`config.mk`:
```
export PLATFORM = sky130hd
export DESIGN_NAME = vfd_column_scanner
export DESIGN_NICKNAME = d
export VERILOG_FILES = /design/src/rtl/vfd_scan_pkg.sv /design/src/rtl/vfd_tick_gen.sv /design/src/rtl/vfd_ready_sync.sv /design/src/rtl/vfd_lane_serializer.sv /design/src/rtl/vfd_column_scanner.sv
export SDC_FILE = /design/constraint.sdc
export NUM_CORES = 1
export LEC_CHECK = 0
export BUFFER_PORTS_ARGS = -buffer_cell sky130_fd_sc_hd__buf_2
export CAP_MARGIN = 20
export CORE_ASPECT_RATIO = 1.25
export CORE_UTILIZATION = 58
export CTS_CLUSTER_DIAMETER = 100
export DETAILED_ROUTE_END_ITERATION = 7
export MAX_ROUTING_LAYER = met4
export PLACE_DENSITY = 0.79
export SLEW_MARGIN = 40
export SYNTH_ARGS = -nofsm -noshare
export SYNTH_HDL_FRONTEND = slang
export SYNTH_HIERARCHICAL = 1
export SYNTH_SLANG_ARGS = --single-unit
export TNS_END_PERCENT = 1
```
`constraint.sdc`:
```
create_clock -name clk -period 2.65 [get_ports clk]
set_input_delay 0.53 -clock clk [delete_from_list [all_inputs] [get_ports clk]]
set_output_delay 0.53 -clock clk [all_outputs]
set_load 0.005 [all_outputs]
```
`src/rtl/vfd_scan_pkg.sv`:
```
// Package: shared constants and the controller state type for the column
// scan driver. Assumes a fixed 7-pixel column split into odd and even rows.
package vfd_scan_pkg;
    localparam int ROWS   = 7;
    localparam int ODD_N  = (ROWS + 1) / 2;
    localparam int EVEN_N = ROWS / 2;

    typedef enum logic [2:0] {
        ST_FETCH,
        ST_LOAD,
        ST_SHIFT,
        ST_LATCH,
        ST_WAIT
    } scan_state_t;
endpackage

```
`src/rtl/vfd_tick_gen.sv`:
```
// Module: half-period strobe for the lane clocks. It pulses tick once every
// HALF_CYC cycles. A synchronous clear restarts the count, so the first tick
// comes exactly HALF_CYC cycles after a load. Assumes HALF_CYC >= 1.
module vfd_tick_gen #(
    parameter int HALF_CYC = 60
) (
    input  logic clk,
    input  logic rst_n,
    input  logic clear,
    output logic tick
);
    localparam int CW = (HALF_CYC > 1) ? $clog2(HALF_CYC) : 1;

    logic [CW-1:0] cnt_q;

    assign tick = (cnt_q == CW'(HALF_CYC - 1));

    // Count system cycles within one half period.
    always_ff @(posedge clk) begin
        if (!rst_n || clear || tick) cnt_q <= '0;
        else                         cnt_q <= cnt_q + 1'b1;
    end
endmodule

```
`src/rtl/vfd_ready_sync.sv`:
```
// Module: brings the asynchronous ready pulse into the clock domain through
// two flip-flops, then flags its rising edge for one cycle. Assumes the pulse
// is wide enough to be seen by at least one clock edge.
module vfd_ready_sync (
    input  logic clk,
    input  logic rst_n,
    input  logic async_in,
    output logic rise
);
    logic meta_q, sync_q, last_q;

    // Two-stage synchroniser plus a delayed copy for edge detection.
    always_ff @(posedge clk) begin
        if (!rst_n) begin
            meta_q <= 1'b0;
            sync_q <= 1'b0;
            last_q <= 1'b0;
        end else begin
            meta_q <= async_in;
            sync_q <= meta_q;
            last_q <= sync_q;
        end
    end

    assign rise = sync_q & ~last_q;
endmodule

```
`src/rtl/vfd_lane_serializer.sv`:
```
// Module: splits one pixel column into an odd-row lane and an even-row lane,
// then shifts both out in ODD_N slots. Each slot is a low half then a high
// half of the lane clock. Data moves only as a clock falls. The even clock
// skips the slots beyond EVEN_N. Assumes tick is a one-cycle half-period strobe.
module vfd_lane_serializer
    import vfd_scan_pkg::*;
(
    input  logic            clk,
    input  logic            rst_n,
    input  logic            load,
    input  logic [ROWS-1:0] pix,
    input  logic            tick,
    output logic            odd_clk,
    output logic            odd_data,
    output logic            even_clk,
    output logic            even_data,
    output logic            done
);
    localparam int SW = (ODD_N > 1) ? $clog2(ODD_N) : 1;

    logic [ODD_N-1:0]  odd_bits, odd_sr;
    logic [EVEN_N-1:0] even_bits, even_sr;
    logic [SW-1:0]     slot_q;
    logic              phase_q, busy_q;

    // Route the odd-numbered rows to one lane and the even ones to the other.
    for (genvar g = 0; g < ODD_N; g++) begin : g_odd
        assign odd_bits[g] = pix[2*g];
    end
    for (genvar g = 0; g < EVEN_N; g++) begin : g_even
        assign even_bits[g] = pix[2*g+1];
    end

    assign odd_data  = odd_sr[0];
    assign even_data = even_sr[0];

    // Slot sequencer: raise the clocks on one tick, lower them and shift on the next.
    always_ff @(posedge clk) begin
        if (!rst_n) begin
            odd_sr   <= '0;
            even_sr  <= '0;
            slot_q   <= '0;
            phase_q  <= 1'b0;
            busy_q   <= 1'b0;
            odd_clk  <= 1'b0;
            even_clk <= 1'b0;
            done     <= 1'b0;
        end else if (load) begin
            odd_sr   <= odd_bits;
            even_sr  <= even_bits;
            slot_q   <= '0;
            phase_q  <= 1'b0;
            busy_q   <= 1'b1;
            odd_clk  <= 1'b0;
            even_clk <= 1'b0;
            done     <= 1'b0;
        end else begin
            done <= 1'b0;
            if (busy_q && tick) begin
                if (!phase_q) begin
                    odd_clk  <= 1'b1;
                    even_clk <= (32'(slot_q) < EVEN_N);
                    phase_q  <= 1'b1;
                end else begin
                    odd_clk  <= 1'b0;
                    even_clk <= 1'b0;
                    phase_q  <= 1'b0;
                    odd_sr   <= odd_sr >> 1;
                    even_sr  <= even_sr >> 1;
                    if (slot_q == SW'(ODD_N - 1)) begin
                        busy_q <= 1'b0;
                        done   <= 1'b1;
                    end else begin
                        slot_q <= slot_q + 1'b1;
                    end
                end
            end
        end
    end


    even_inside_odd_chk: assert property (@(posedge clk) disable iff (!rst_n)
        even_clk |-> odd_clk);

    odd_hold_chk: assert property (@(posedge clk) disable iff (!rst_n)
        (odd_clk && $past(odd_clk)) |-> $stable(odd_data));

    even_hold_chk: assert property (@(posedge clk) disable iff (!rst_n)
        (even_clk && $past(even_clk)) |-> $stable(even_data));
endmodule

```
`src/rtl/vfd_column_scanner.sv`:
```
// Module: top of the column scan driver. It sequences fetch, load, shift,
// latch and wait for each column, counts columns with wrap, times the latch
// strobe and the ready timeout. Assumes a synchronous framebuffer that returns
// data one cycle after fb_rd_en.
module vfd_column_scanner
    import vfd_scan_pkg::*;
#(
    parameter int CLK_HZ      = 50_000_000,
    parameter int NUM_COLS    = 128,
    parameter int COL_W       = 7,
    parameter int HALF_CYC    = CLK_HZ / 832_000,
    parameter int LATCH_CYC   = (CLK_HZ / 1_000_000) * 19,
    parameter int TIMEOUT_CYC = (CLK_HZ / 1_000_000) * 200
) (
    input  logic             clk,
    input  logic             rst_n,
    output logic             fb_rd_en,
    output logic [COL_W-1:0] fb_addr,
    input  logic [ROWS-1:0]  fb_data,
    output logic             odd_clk,
    output logic             odd_data,
    output logic             even_clk,
    output logic             even_data,
    output logic [COL_W-1:0] col_sel,
    output logic             latch_pulse,
    input  logic             ready_in,
    output logic             timeout_err
);
    localparam int LCW = $clog2(LATCH_CYC + 1);
    localparam int TCW = $clog2(TIMEOUT_CYC + 1);

    scan_state_t      state_q;
    logic [COL_W-1:0] col_q;
    logic [LCW-1:0]   lcnt_q;
    logic [TCW-1:0]   wcnt_q;
    logic             load, tick, shift_done, ready_rise;

    assign load     = (state_q == ST_LOAD);
    assign fb_rd_en = (state_q == ST_FETCH);
    assign fb_addr  = col_q;

    vfd_tick_gen #(.HALF_CYC(HALF_CYC)) i_tick (
        .clk   (clk),
        .rst_n (rst_n),
        .clear (load),
        .tick  (tick)
    );

    vfd_ready_sync i_sync (
        .clk      (clk),
        .rst_n    (rst_n),
        .async_in (ready_in),
        .rise     (ready_rise)
    );

    vfd_lane_serializer i_ser (
        .clk       (clk),
        .rst_n     (rst_n),
        .load      (load),
        .pix       (fb_data),
        .tick      (tick),
        .odd_clk   (odd_clk),
        .odd_data  (odd_data),
        .even_clk  (even_clk),
        .even_data (even_data),
        .done      (shift_done)
    );

    // Column controller: advances the states, times the latch, waits for ready.
    always_ff @(posedge clk) begin
        if (!rst_n) begin
            state_q     <= ST_FETCH;
            col_q       <= '0;
            col_sel     <= '0;
            latch_pulse <= 1'b0;
            lcnt_q      <= '0;
            wcnt_q      <= '0;
            timeout_err <= 1'b0;
        end else begin
            case (state_q)
                ST_FETCH: state_q <= ST_LOAD;
                ST_LOAD:  state_q <= ST_SHIFT;
                ST_SHIFT: begin
                    if (shift_done) begin
                        col_sel     <= col_q;
                        latch_pulse <= 1'b1;
                        lcnt_q      <= '0;
                        state_q     <= ST_LATCH;
                    end
                end
                ST_LATCH: begin
                    if (lcnt_q == LCW'(LATCH_CYC - 1)) begin
                        latch_pulse <= 1'b0;
                        wcnt_q      <= '0;
                        state_q     <= ST_WAIT;
                    end else begin
                        lcnt_q <= lcnt_q + 1'b1;
                    end
                end
                ST_WAIT: begin
                    if (ready_rise || wcnt_q == TCW'(TIMEOUT_CYC - 1)) begin
                        if (!ready_rise) timeout_err <= 1'b1;
                        col_q   <= (col_q == COL_W'(NUM_COLS - 1)) ? '0 : col_q + 1'b1;
                        state_q <= ST_FETCH;
                    end else begin
                        wcnt_q <= wcnt_q + 1'b1;
                    end
                end
                default: state_q <= ST_FETCH;
            endcase
        end
    end


    single_read_chk: assert property (@(posedge clk) disable iff (!rst_n)
        fb_rd_en |=> !fb_rd_en);

    col_range_chk: assert property (@(posedge clk) disable iff (!rst_n)
        fb_rd_en |-> (32'(fb_addr) < NUM_COLS));

    col_sel_hold_chk: assert property (@(posedge clk) disable iff (!rst_n)
        (latch_pulse && $past(latch_pulse)) |-> $stable(col_sel));

    no_read_in_latch_chk: assert property (@(posedge clk) disable iff (!rst_n)
        latch_pulse |-> !fb_rd_en);

    err_sticky_chk: assert property (@(posedge clk) disable iff (!rst_n)
        timeout_err |=> timeout_err);
endmodule

```
==> results.cfg <==
[die]
initial_core_util_pct = 61.3
core-area_um2 = 4830
dieArea_um2 = 5400
die_w_um = 65.9
ioPinCount = 31
die_y_um = 81.9
row_count = 28

[final_layout]
layout_commonest_cell = dfxtp_1
area_growth_pct = 13.1
n_fill_cell = 416
drive_gt1_share_pct = 15.7
final_cell_mix = dfxtp_1 (65), o21ai_0 (31), nand2_1 (30), buf_2 (30), nor2_1 (25)
diodes = 0
nets = 380

[sta]
tns_ps = 0
hold_slack_ps = 404
period_minus_slack_ps = 2180
clock.fmax_ghz = 0.459
slew_headroom_pct = 45.4
report.final.hold_viol_count = 0
tightest_slew_ps = 812
setup_viol = 0
grt_setup_unrepaired = no
skew_ps = 8.40
slew_viol_final = 0
finalCritPeriodShare_pct = 82.1

[clocking]
postCtsHoldBufs = 0
htreeDepth = 3
cts_root_buf = clkbuf_8
clkTransAtPathRegs_ps = 70
postCtsSetupBuffers = 0
cts_buffers = 9
cts_tree = yes
ctsResizeCount = 0
clock_latency_ps = 340
cts.path.max_buffers = 2
cts_sinks = 65

[grt]
grt_max_degree = 28
grt_usage_pct = 23.4
grt_pass1_wl_um = 9390
grt-ovfl-total = 0
grt_pass1_vias = 2238
antenna_found_initial = 0

[pwr]
switching_share_pct = 22.3
p_comb_share_pct = 5.0
p_leak_uw = 0.00131
pwr-share-seq_pct = 53.0
p_switching_uw = 432
p_int_uw = 1500
max-vdd-ir-drop_mv = 0.696
p_per_area_nw_per_um2 = 578
pwr-share-clk_pct = 42.0

[critical_path]
cp.arrival_ps = 2400
crit_path_end_kind = register
crit_path_max_incr_delay_ps = 580
crit_chain = ha_1, nand3_1, nor4_4, nor2_1, nand2_1, o21ai_0
rr_endpoint = wcnt_q[5]
crit_slowest_cell = nor4_4
cp_max_fo = 10
reg2reg_slack_ps = 470
start_kind = register
reg2reg_depth = 6
crit_type = reg2reg
r2r-start = wcnt_q[0]
required_ps = 2870

[route]
wl_per_cell_um = 13.1
post-route-drc-count = 0
ant_nets = 0
first_pass_iters = 4
num_vias = 2460
viasPerCell = 5.73
drtIter0Drc = 181
wl_um = 5610

[synthesis]
syn_inst = 332
synth_cell_type_count = 52
ys_seq_area_share_pct = 43.9
syn_nets = 348
ys_ff_latch = 65
synth_edf_count = 0
synth_top_area_share_pct = 43.9
synth_area_leaders = dfxtp_1 (44%), o21ai_0 (5.2%), nand2_1 (3.8%)
ys.flop_type = dfxtp_1
synthArstFlopShare_pct = 0
yosys_warnings = 6
syn_avg_cell_area_um2 = 8.92
yosysTopAreaCell = dfxtp_1
synth_area_um2 = 2960

[min_path]
hold_path.class = in2reg
hold_path_end = i_sync/meta_q
hold_start = ready_in
hold_depth = 2

[placed_design]
hpwl_um = 3800
gp_congestion = 0.885
numPortBuffers = 30

[job]
cap_viol_max_count = 0

[run_status]
outcome = finished clean
==> kinds of logic (layout without fill, tap and decap cells) <==
logic type	count (synthesis)	after routing	share of synthesized area [%]
DFF	65	65	43.9
buffers and inverters	17	54	2.32
xor gates and xnor gates	14	14	4.14
muxes	6	6	2.03
AOI/OAI and AO/OA	80	80	17.4
adders and majority gates	6	6	2.53
and+or+nand+nor	144	144	27.7
==> state kept, by name, summed over array words and instances (netlist names), 2 cells and up <==
signal / count
col_sel: 7
fb_addr: 7
i_ser/even_sr: 3
i_ser/odd_sr: 4
i_ser/slot_q: 2
i_tick/cnt_q: 6
lcnt_q: 10
state_q: 3
wcnt_q: 14
==> worst max-delay path by stage <==
stage | startpoint | to | slack [ps] | cells after the start
CTS | wcnt_q[0] | wcnt_q[5] | 470 | 6
detailed placement | wcnt_q[11] | wcnt_q[5] | 490 | 5
finish | wcnt_q[0] | wcnt_q[5] | 470 | 6
global placement | wcnt_q[7] | wcnt_q[5] | 580 | 5
global route | wcnt_q[0] | wcnt_q[5] | 260 | 6
floorplan | wcnt_q[7] | fb_addr[3] | 710 | 5
==> power by group through the flow <==
stage	Combinational, uW	Clock, uW	Sequential, uW
6_report	95.8	813	1020
5_1_grt	109	871	1030
4_1_cts	95.6	829	1020
3_5_place_dp	94.9	0	1050
3_3_place_gp	92.9	0	1050
2_1_floorplan	75.4	0	1040
==> layer usage <==
metal	vias to the layer above	GRT usage [%]	part of all wire, %
met4	0	10.7	0.95
met5	-	-	0
met3	5	8.47	4.7
met2	64	37.6	48
met1	1128	25.9	47
li1	1263	-	-
==> stage by stage <==
step	worst slack [ps]	util, %	power, uW	instances	area [um^2]
2_1_floorplan	706	-	1110	332	2960
3_3_place_gp	579	65.3	1140	413	3160
3_5_place_dp	487	65.3	1140	413	3160
4_1_cts	473	69.3	1950	429	3350
5_1_grt	260	69.3	2010	429	3350
6_report	473	69.3	1930	429	3350
==> cell usage after synthesis (3+ instances only) <==
library cell / count
a21boi_0: 10
o31ai_1: 7
o21a_1: 3
nand4b_1: 3
nor4b_1: 3
nor3_1: 5
ha_1: 6
dfxtp_1: 65
nor2b_1: 7
nand2_1: 30
a21oi_1: 9
o21ai_0: 31
nand3_1: 20
and3_1: 7
nand4_1: 8
inv_1: 5
a41oi_1: 3
nor2_1: 25
and2_1: 10
mux2i_1: 6
a21boi_1: 3
or3_1: 7
xor2_1: 7
buf_2: 4
clkbuf_1: 7
a31oi_1: 4
xnor2_1: 7
==> final cells by class <==
cell class / count / area (um^2) / area share, %
multi-input combinational: 250 / 1590 / 47.5
sequential: 65 / 1300 / 38.9
timing repair buffer: 33 / 173 / 5.16
clock buffer: 13 / 149 / 4.45
tap: 60 / 75.1 / 2.24
clock inverter: 3 / 40.0 / 1.20
inverter: 5 / 18.8 / 0.561
==> worst max-delay path: cells and delay by family (launching register included) <==
family	cells	cell delay, ps
compound gates	1	130
fa+ha+maj	1	260
simple gates	4	1270
flops	1	400
(Power assumes the default switching activity.)
